<file path="src/rtl/pfd_pkg.sv">
`timescale 1ns/1ps
package pfd_pkg;
  typedef enum logic [1:0] {
    MODE_BOTH_ON      = 2'b00,
    MODE_LOCK_GATE    = 2'b01,
    MODE_MON_P1_OFF   = 2'b10,
    MODE_MON_LOCKGATE = 2'b11
  } pump_mode_e;

  // Pump-1 current per gain code, microamps
  localparam int unsigned GAIN_UA    [4] = '{50, 75, 125, 200};
  // Pump-2 multiplier per gain code, in half steps
  localparam int unsigned GAIN_MULT2 [4] = '{2, 3, 5, 8};
endpackage

</file>
<file path="src/rtl/pfd_core.sv">
`timescale 1ns/1ps
module pfd_core #(
  parameter int unsigned MIN_OVERLAP = 1
) (
  input  logic clk,
  input  logic rst_n,
  input  logic a_pulse,
  input  logic b_pulse,
  output logic up_o,
  output logic dn_o
);
  logic up_q, dn_q, both, release_now;

  assign both = up_q & dn_q;

  generate
    if (MIN_OVERLAP <= 1) begin : g_single
      assign release_now = both;
    end else begin : g_count
      localparam int unsigned CW = $clog2(MIN_OVERLAP);
      localparam logic [CW-1:0] LAST = CW'(MIN_OVERLAP - 1);
      logic [CW-1:0] ov_cnt;

      always_ff @(posedge clk) begin
        if (!rst_n)                   ov_cnt <= '0;
        else if (both && !release_now) ov_cnt <= ov_cnt + 1'b1;
        else                          ov_cnt <= '0;
      end

      assign release_now = both && (ov_cnt == LAST);

      // the overlap counter never passes its limit
      a_r3_cnt_range: assert property (@(posedge clk) disable iff (!rst_n)
        both |-> ov_cnt <= LAST);
    end
  endgenerate

  always_ff @(posedge clk) begin
    if (!rst_n) begin
      up_q <= 1'b0;
      dn_q <= 1'b0;
    end else if (release_now) begin
      up_q <= 1'b0;
      dn_q <= 1'b0;
    end else begin
      up_q <= up_q | a_pulse;
      dn_q <= dn_q | b_pulse;
    end
  end

  assign up_o = up_q;
  assign dn_o = dn_q;

  a_r2_up_set: assert property (@(posedge clk) disable iff (!rst_n)
    a_pulse && !both |=> up_q);
  a_r2_dn_set: assert property (@(posedge clk) disable iff (!rst_n)
    b_pulse && !both |=> dn_q);
  a_r3_fall_together: assert property (@(posedge clk) disable iff (!rst_n)
    $fell(up_q) |-> $fell(dn_q));
  a_r3_fall_together_dn: assert property (@(posedge clk) disable iff (!rst_n)
    $fell(dn_q) |-> $fell(up_q));
  a_r4_up_held: assert property (@(posedge clk) disable iff (!rst_n)
    up_q && !dn_q |=> up_q);
endmodule

</file>
<file path="src/rtl/pfd_gain_map.sv">
`timescale 1ns/1ps
module pfd_gain_map #(
  parameter int unsigned UA_W   = 8,
  parameter int unsigned MULT_W = 4
) (
  input  logic [1:0]        gain,
  output logic [UA_W-1:0]   ua,
  output logic [MULT_W-1:0] mult2
);
  import pfd_pkg::*;

  assign ua    = UA_W'(GAIN_UA[gain]);
  assign mult2 = MULT_W'(GAIN_MULT2[gain]);
endmodule

</file>
<file path="src/rtl/pfd_mode_ctrl.sv">
`timescale 1ns/1ps
module pfd_mode_ctrl (
  input  logic [1:0] mode,
  input  logic       lock_in,
  output logic       mon_en,
  output logic       p1_en
);
  import pfd_pkg::*;
  pump_mode_e m;

  assign m = pump_mode_e'(mode);

  always_comb begin
    mon_en = 1'b0;
    p1_en  = 1'b1;
    case (m)
      MODE_BOTH_ON:      begin mon_en = 1'b0; p1_en = 1'b1;     end
      MODE_LOCK_GATE:    begin mon_en = 1'b0; p1_en = !lock_in; end
      MODE_MON_P1_OFF:   begin mon_en = 1'b1; p1_en = 1'b0;     end
      MODE_MON_LOCKGATE: begin mon_en = 1'b1; p1_en = !lock_in; end
      default:           begin mon_en = 1'b0; p1_en = 1'b1;     end
    endcase
  end
endmodule

</file>
<file path="src/rtl/pfd_pump_ctrl.sv">
`timescale 1ns/1ps
module pfd_pump_ctrl #(
  parameter int unsigned MIN_OVERLAP = 1,
  parameter int unsigned UA_W        = 8,
  parameter int unsigned MULT_W      = 4
) (
  input  logic              clk,
  input  logic              rst_n,
  input  logic              ref_pulse,
  input  logic              fb_pulse,
  input  logic              sense,
  input  logic [1:0]        gain,
  input  logic [1:0]        mode,
  input  logic              lock_in,
  output logic              pump1_up,
  output logic              pump1_dn,
  output logic              pump2_up,
  output logic              pump2_dn,
  output logic [UA_W-1:0]   pump1_ua,
  output logic [MULT_W-1:0] pump2_mult2,
  output logic              mon_a,
  output logic              mon_b
);
  logic a_in, b_in, det_up, det_dn, mon_en, p1_en;
  logic mon_a_q, mon_b_q;

  // Sense bit exchanges the detector inputs and the monitor routing
  assign a_in = sense ? fb_pulse  : ref_pulse;
  assign b_in = sense ? ref_pulse : fb_pulse;

  pfd_core #(.MIN_OVERLAP(MIN_OVERLAP)) u_core (
    .clk     (clk),
    .rst_n   (rst_n),
    .a_pulse (a_in),
    .b_pulse (b_in),
    .up_o    (det_up),
    .dn_o    (det_dn)
  );

  pfd_gain_map #(.UA_W(UA_W), .MULT_W(MULT_W)) u_gain (
    .gain  (gain),
    .ua    (pump1_ua),
    .mult2 (pump2_mult2)
  );

  pfd_mode_ctrl u_mode (
    .mode    (mode),
    .lock_in (lock_in),
    .mon_en  (mon_en),
    .p1_en   (p1_en)
  );

  always_ff @(posedge clk) begin
    if (!rst_n) begin
      mon_a_q <= 1'b0;
      mon_b_q <= 1'b0;
    end else begin
      mon_a_q <= mon_en & a_in;
      mon_b_q <= mon_en & b_in;
    end
  end

  assign mon_a    = mon_a_q;
  assign mon_b    = mon_b_q;
  assign pump1_up = det_up & p1_en;
  assign pump1_dn = det_dn & p1_en;
  assign pump2_up = det_up;
  assign pump2_dn = det_dn;

  a_r5_swap_fb_up: assert property (@(posedge clk) disable iff (!rst_n)
    sense && fb_pulse && !(pump2_up && pump2_dn) |=> pump2_up);
  a_r6_gain_legal: assert property (@(posedge clk) disable iff (!rst_n)
    (pump1_ua == UA_W'(50)) || (pump1_ua == UA_W'(75)) ||
    (pump1_ua == UA_W'(125)) || (pump1_ua == UA_W'(200)));
  a_r7_mon_off: assert property (@(posedge clk) disable iff (!rst_n)
    !mode[1] |=> !mon_a && !mon_b);
  a_r8_p1_off: assert property (@(posedge clk) disable iff (!rst_n)
    mode == 2'b10 |-> !pump1_up && !pump1_dn);
  a_r8_lock_gate: assert property (@(posedge clk) disable iff (!rst_n)
    mode[0] && lock_in |-> !pump1_up && !pump1_dn);
  a_r8_both_on: assert property (@(posedge clk) disable iff (!rst_n)
    mode == 2'b00 |-> pump1_up == pump2_up && pump1_dn == pump2_dn);
endmodule

</file>
<file path="config.mk">
export PLATFORM = sky130hd
export DESIGN_NAME = pfd_pump_ctrl
export DESIGN_NICKNAME = d
export VERILOG_FILES = /design/src/rtl/pfd_pkg.sv /design/src/rtl/pfd_core.sv /design/src/rtl/pfd_gain_map.sv /design/src/rtl/pfd_mode_ctrl.sv /design/src/rtl/pfd_pump_ctrl.sv
export SDC_FILE = /design/constraint.sdc
export NUM_CORES = 1
export LEC_CHECK = 0
export ABC_CLOCK_PERIOD_IN_PS = 1300
export BUFFER_PORTS_ARGS = -buffer_cell sky130_fd_sc_hd__buf_4
export CELL_PAD_IN_SITES_DETAIL_PLACEMENT = 1
export CELL_PAD_IN_SITES_GLOBAL_PLACEMENT = 1
export CORE_AREA = 2 2 39 41
export DETAILED_ROUTE_END_ITERATION = 6
export DIE_AREA = 0 0 41 43
export PLACE_DENSITY_LB_ADDON = 0.12
export SLEW_MARGIN = 0
export SYNTH_ARGS = -nofsm -noshare
export SYNTH_HDL_FRONTEND = slang
export SYNTH_SLANG_ARGS = --single-unit
</file>
<file path="constraint.sdc">
create_clock -name clk -period 1.3 [get_ports clk]
set_input_delay 0.065 -clock clk [delete_from_list [all_inputs] [get_ports clk]]
set_output_delay 0.065 -clock clk [all_outputs]
set_load 0.005 [all_outputs]
</file>
## Yosys cells after proc, flatten, opt, wreduce, memory -nomap -nowiden

Index checks and enable logic that the tools add are counted.

| word-level totals | value |
|---|---|
| register bits | 4 |
| bits of input ports | 10 |
| output and inout bits | 18 |

| operators by class | value |
|---|---|
| $lt $le $gt $ge | 1 |
| eq/ne operators | 3 |
| multiplexer cells | 10 |
| bitwise logic cells | 9 |
| reductions and logical operators | 6 |

Operators by type and width:

| cell | count |
|---|---|
| binary-select mux 32 bit (select 2 bit) | 2 |
| 2-to-1 mux 8 bit | 2 |
| 2-to-1 mux 4 bit | 2 |
| OR reduction 2 bit | 4 |
| AND 1 bit | 5 |
| equality test 2 bit (second input constant) | 2 |
| >= comparator 3 bit (second input constant) | 1 |
| inverter 2 -> 3 bit | 1 |
| one-hot mux 1 bit (3 select lines) | 1 |
| equality test 2 x 1 -> 1 bit (second input constant) | 1 |
| logical NOT 2 bit | 1 |
| 2-to-1 mux 1 bit | 2 |
| OR 1 bit | 2 |
| one-hot mux 1 bit (2 select lines) | 1 |
| logical NOT 1 bit | 1 |
| inverter 1 bit | 1 |

## Logic depth before layout (Yosys ltp)

| depth | value |
|---|---|
| depth in word-level cells | 4 |
| mapped depth | 4 |
| depth with buffers taken out | 3 |

## By module

Synthesis repeated with hierarchy kept, for this count alone.

| unflattened totals | value |
|---|---|
| cells, all modules | 32 |
| area, all modules | 327.8 um^2 |

By module, submodules not included:

| module | times used | cells each | area an instance (um^2) | sequential area each (um^2) |
|---|---|---|---|---|
| pfd_pump_ctrl | 1 | 9 | 113.9 | 40.0 |
| pfd_gain_map | 1 | 14 | 112.6 | 0.0 |
| pfd_core | 1 | 7 | 87.6 | 40.0 |
| pfd_mode_ctrl | 1 | 2 | 13.8 | 0.0 |

## Worst setup path before layout

No wires, ideal clock.

| timing | value |
|---|---|
| path type | input-to-output |
| from | input port gain[0] |
| to | output port pump1_ua[5] |
| data arrival time | 0.764 ns |
| data required time | 1.235 ns |
| slack | 0.471 ns |
| stages on the path | 4 |
| path buffers | 1 |
| cell sequence | inv_1 > ha_1 > or2_2 > buf_4 |

| between the ends | value |
|---|---|
| word-level cells in the longest chain between the ends | 4 |

RTL lines:

| element | line | text |
|---|---|---|
| start: declaration | pfd_pump_ctrl.sv:12 | `input logic [1:0] gain,` |
| inverter 2 -> 3 bit (not written as such) | pfd_gain_map.sv:12 | `assign ua = UA_W'(GAIN_UA[gain]);` |
| binary-select mux 32 bit (select 2 bit) | pfd_gain_map.sv:12 |  |
| 2-to-1 mux 8 bit (not written as such) (2 in series) | pfd_gain_map.sv:12 |  |
| end: declaration | pfd_pump_ctrl.sv:19 | `output logic [UA_W-1:0] pump1_ua,` |

Every way passes these cells. The select of a mux whose other input is x is not followed.

## Worst setup path after layout

Ends and elaborated chain as after synthesis.

==> reports/metrics.csv <==
metric;value;unit
antenna viol nets, final;0;
fillers;183;
status;completed;
placed cells;68;
complex-gate fraction of the synthesized area;8.14;%
HPWL after DPL;669;um
Final setup viols;0;
multiplexer share of the synthesized area;10.9;%
I/O Pins;28;
First-pass DRT Iterations;3;
number of H-tree levels;1;
Startpoint Class;input port;
power per cell area;869;nW/um^2
Peak VDD IR;296;uV
final WL;745;um
max capacitance violation total;0;
area grow syn2layout;72.4;%
CP required;1240;ps
Crit path max-delay family;simple AND/OR/NAND/NOR gates;
final hold violation count;0;
nets;71;
CTS Root Cell;clkbuf_4;
vias after detailed routing;296;
CTS Buffer Depth;2;
clk_lat worst skew;230;ps
setup TNS after final layout;0;ps
fin. max-slew vios;0;
Yosys top cell area share;29.0;%
Critical Path Stages;5;
Avg WL per Cell;10.5;um
adder-cell area share of the yosys netlist;18.1;%
Leakage;0.273;nW
Non-Filler Instances;71;
relative slew slack;87.2;%
RSZ-0062 raised after global routing;false;
CTS Sinks;4;
sequential area share after synthesis;29.0;%
Tcrit/Tclk final;71.8;%
# port buffers;27;
Die X;41;um
Ys Warns;0;
PostCTS Resize Cnt;0;
drt initial violations;3;
syn nets;45;
Final WS setup;366;ps
Worst Tran Pin Value;187;ps
Hold Crit Depth;3;
Starting Density;20.0;%
Layout Utilization;34.4;%
vias in the first global route;321;
DIE AREA;1760;sq um
Final Skew;3.23;ps
Post-Synth Simple-Gate Area;10.9;%
largest net degree at the start of global routing;5;
Via density;4.17;
CP most frequent cell;buf_4;
Row Count;14;
drt drc;0;
XOR/XNOR Fraction of Synth Area;0;%
CORE AREA;1380;sq um
Post-CTS Hold Buffers;0;
biggest area consumer among synthesized cells;dfxtp_1;
Tmin final;934;ps
GP Congestion;0.524;
fmax;1.07;GHz
post-synthesis cell type count;10;
crit path max fanout;3;
top cells by area, synth;dfxtp_1 29%, ha_1 18%, buf_4 16%;
HP Class;input port to flop;
Data arrival, critical path;870;ps
biggest cell delay along the critical path;290;ps
crit path cell chain;buf_4 -> inv_1 -> ha_1 -> or2_2 -> buf_4;
first-pass GRT wire length;1210;um
Place WS;353;ps
Critical Path Sink Type;primary output;
CTS tree;built;
Chip Height;43;um
remaining global-route overflow;0;
Avg Inst Size Synth;8.92;sq um
WS Path Type;input port to primary output;
# diodes;0;
Post-Syn Area;277;sq um
CTS clk-pin slew, worst paths;40;ps
Yosys reg bits;4;
Mapped Cells;31;
initial antenna violation count;0;
Buf+Inv Stages, Crit Path;3;
postcts setup bufs;0;
Placed Area;454;sq um
largest family of logic cells by synthesized area;buffers and inverters;
Total GRT Usage;10.5;%
TritonCTS Buffers;3;
critical path's slowest cell;or2_2;
share of layout cells above drive strength 1;56.4;%
worst r2r path cells;2;
cell area after layout;477;sq um
-- state kept, by name, indices dropped and copies added (netlist names) --
register,cells
mon_a,1
mon_b,1
u_core.dn_o,1
u_core.up_o,1
-- metal layers --
layer	vias up	global-route usage, %	share of wire, %	routed length, um
met5	-	0	0	0
li1	138	-	-	-
met4	0	8.00	1.2	9
met1	136	7.69	28	209
met2	20	19.7	57	427
met3	2	3.14	13	99
-- layout make-up --
cell class,count,area [sq um],share of cell area [%]
inverters,5,18.8,3.94
repair buffers,27,203,42.5
multi-input cells,16,133,27.8
flip-flops and latches,4,80.1,16.8
well taps,16,20.0,4.20
clock buffers,3,22.5,4.72
-- path summary, 6_finish.rpt --
check,startpoint,end,slack (ps)
min,rst_n,mon_b,90
max,gain[0],pump1_ua[5],370
max reg2reg,u_core.dn_o,u_core.dn_o,530
min reg2reg,u_core.up_o,u_core.up_o,490
-- cell usage in the layout, fill, tap and decap left out --
master     n
clkbuf_4   3
or2_2      1
nand2_1    1
and2_1     2
dfxtp_1    4
a21boi_1   3
nor2_1     2
inv_1      5
buf_4     27
mux2i_1    3
ha_1       4
-- power breakdown --
part	internal [mW]	switching, mW
logic	0.0775	0.0448
clock network	0.103	0.0491
registers	0.133	0.00708
total	0.313	0.101
-- metrics by stage --
| step | hold slack [ps] | total power [mW] |
|---|---|---|
| finish | 86.1 | 0.414 |
| global route | 131 | 0.445 |
| CTS | 88.0 | 0.422 |
| detailed placement | 328 | 0.267 |
| global placement | 326 | 0.262 |
| floorplan | 183 | 0.194 |
-- cell families after synthesis --
| group | count (synthesis) |
|---|---|
| fa+ha+maj | 4 |
| simple gates | 6 |
| flops | 4 |
| compound gates | 3 |
| buf+inv | 11 |
| mux | 3 |
-- worst register-to-register path, cell delays in order, from the launching register on --
cell	delay (ps)
dfxtp_1	330
a21boi_1	200
a21boi_1	170
-- cells in the mapped netlist, drive strengths merged --
master	n
buf	6
inv	5
dfxtp	4
ha	4
a21boi	3
mux2i	3
and2	2
nor2	2
nand2	1
or2	1
No activity file was read; power rests on OpenSTA's default activity.
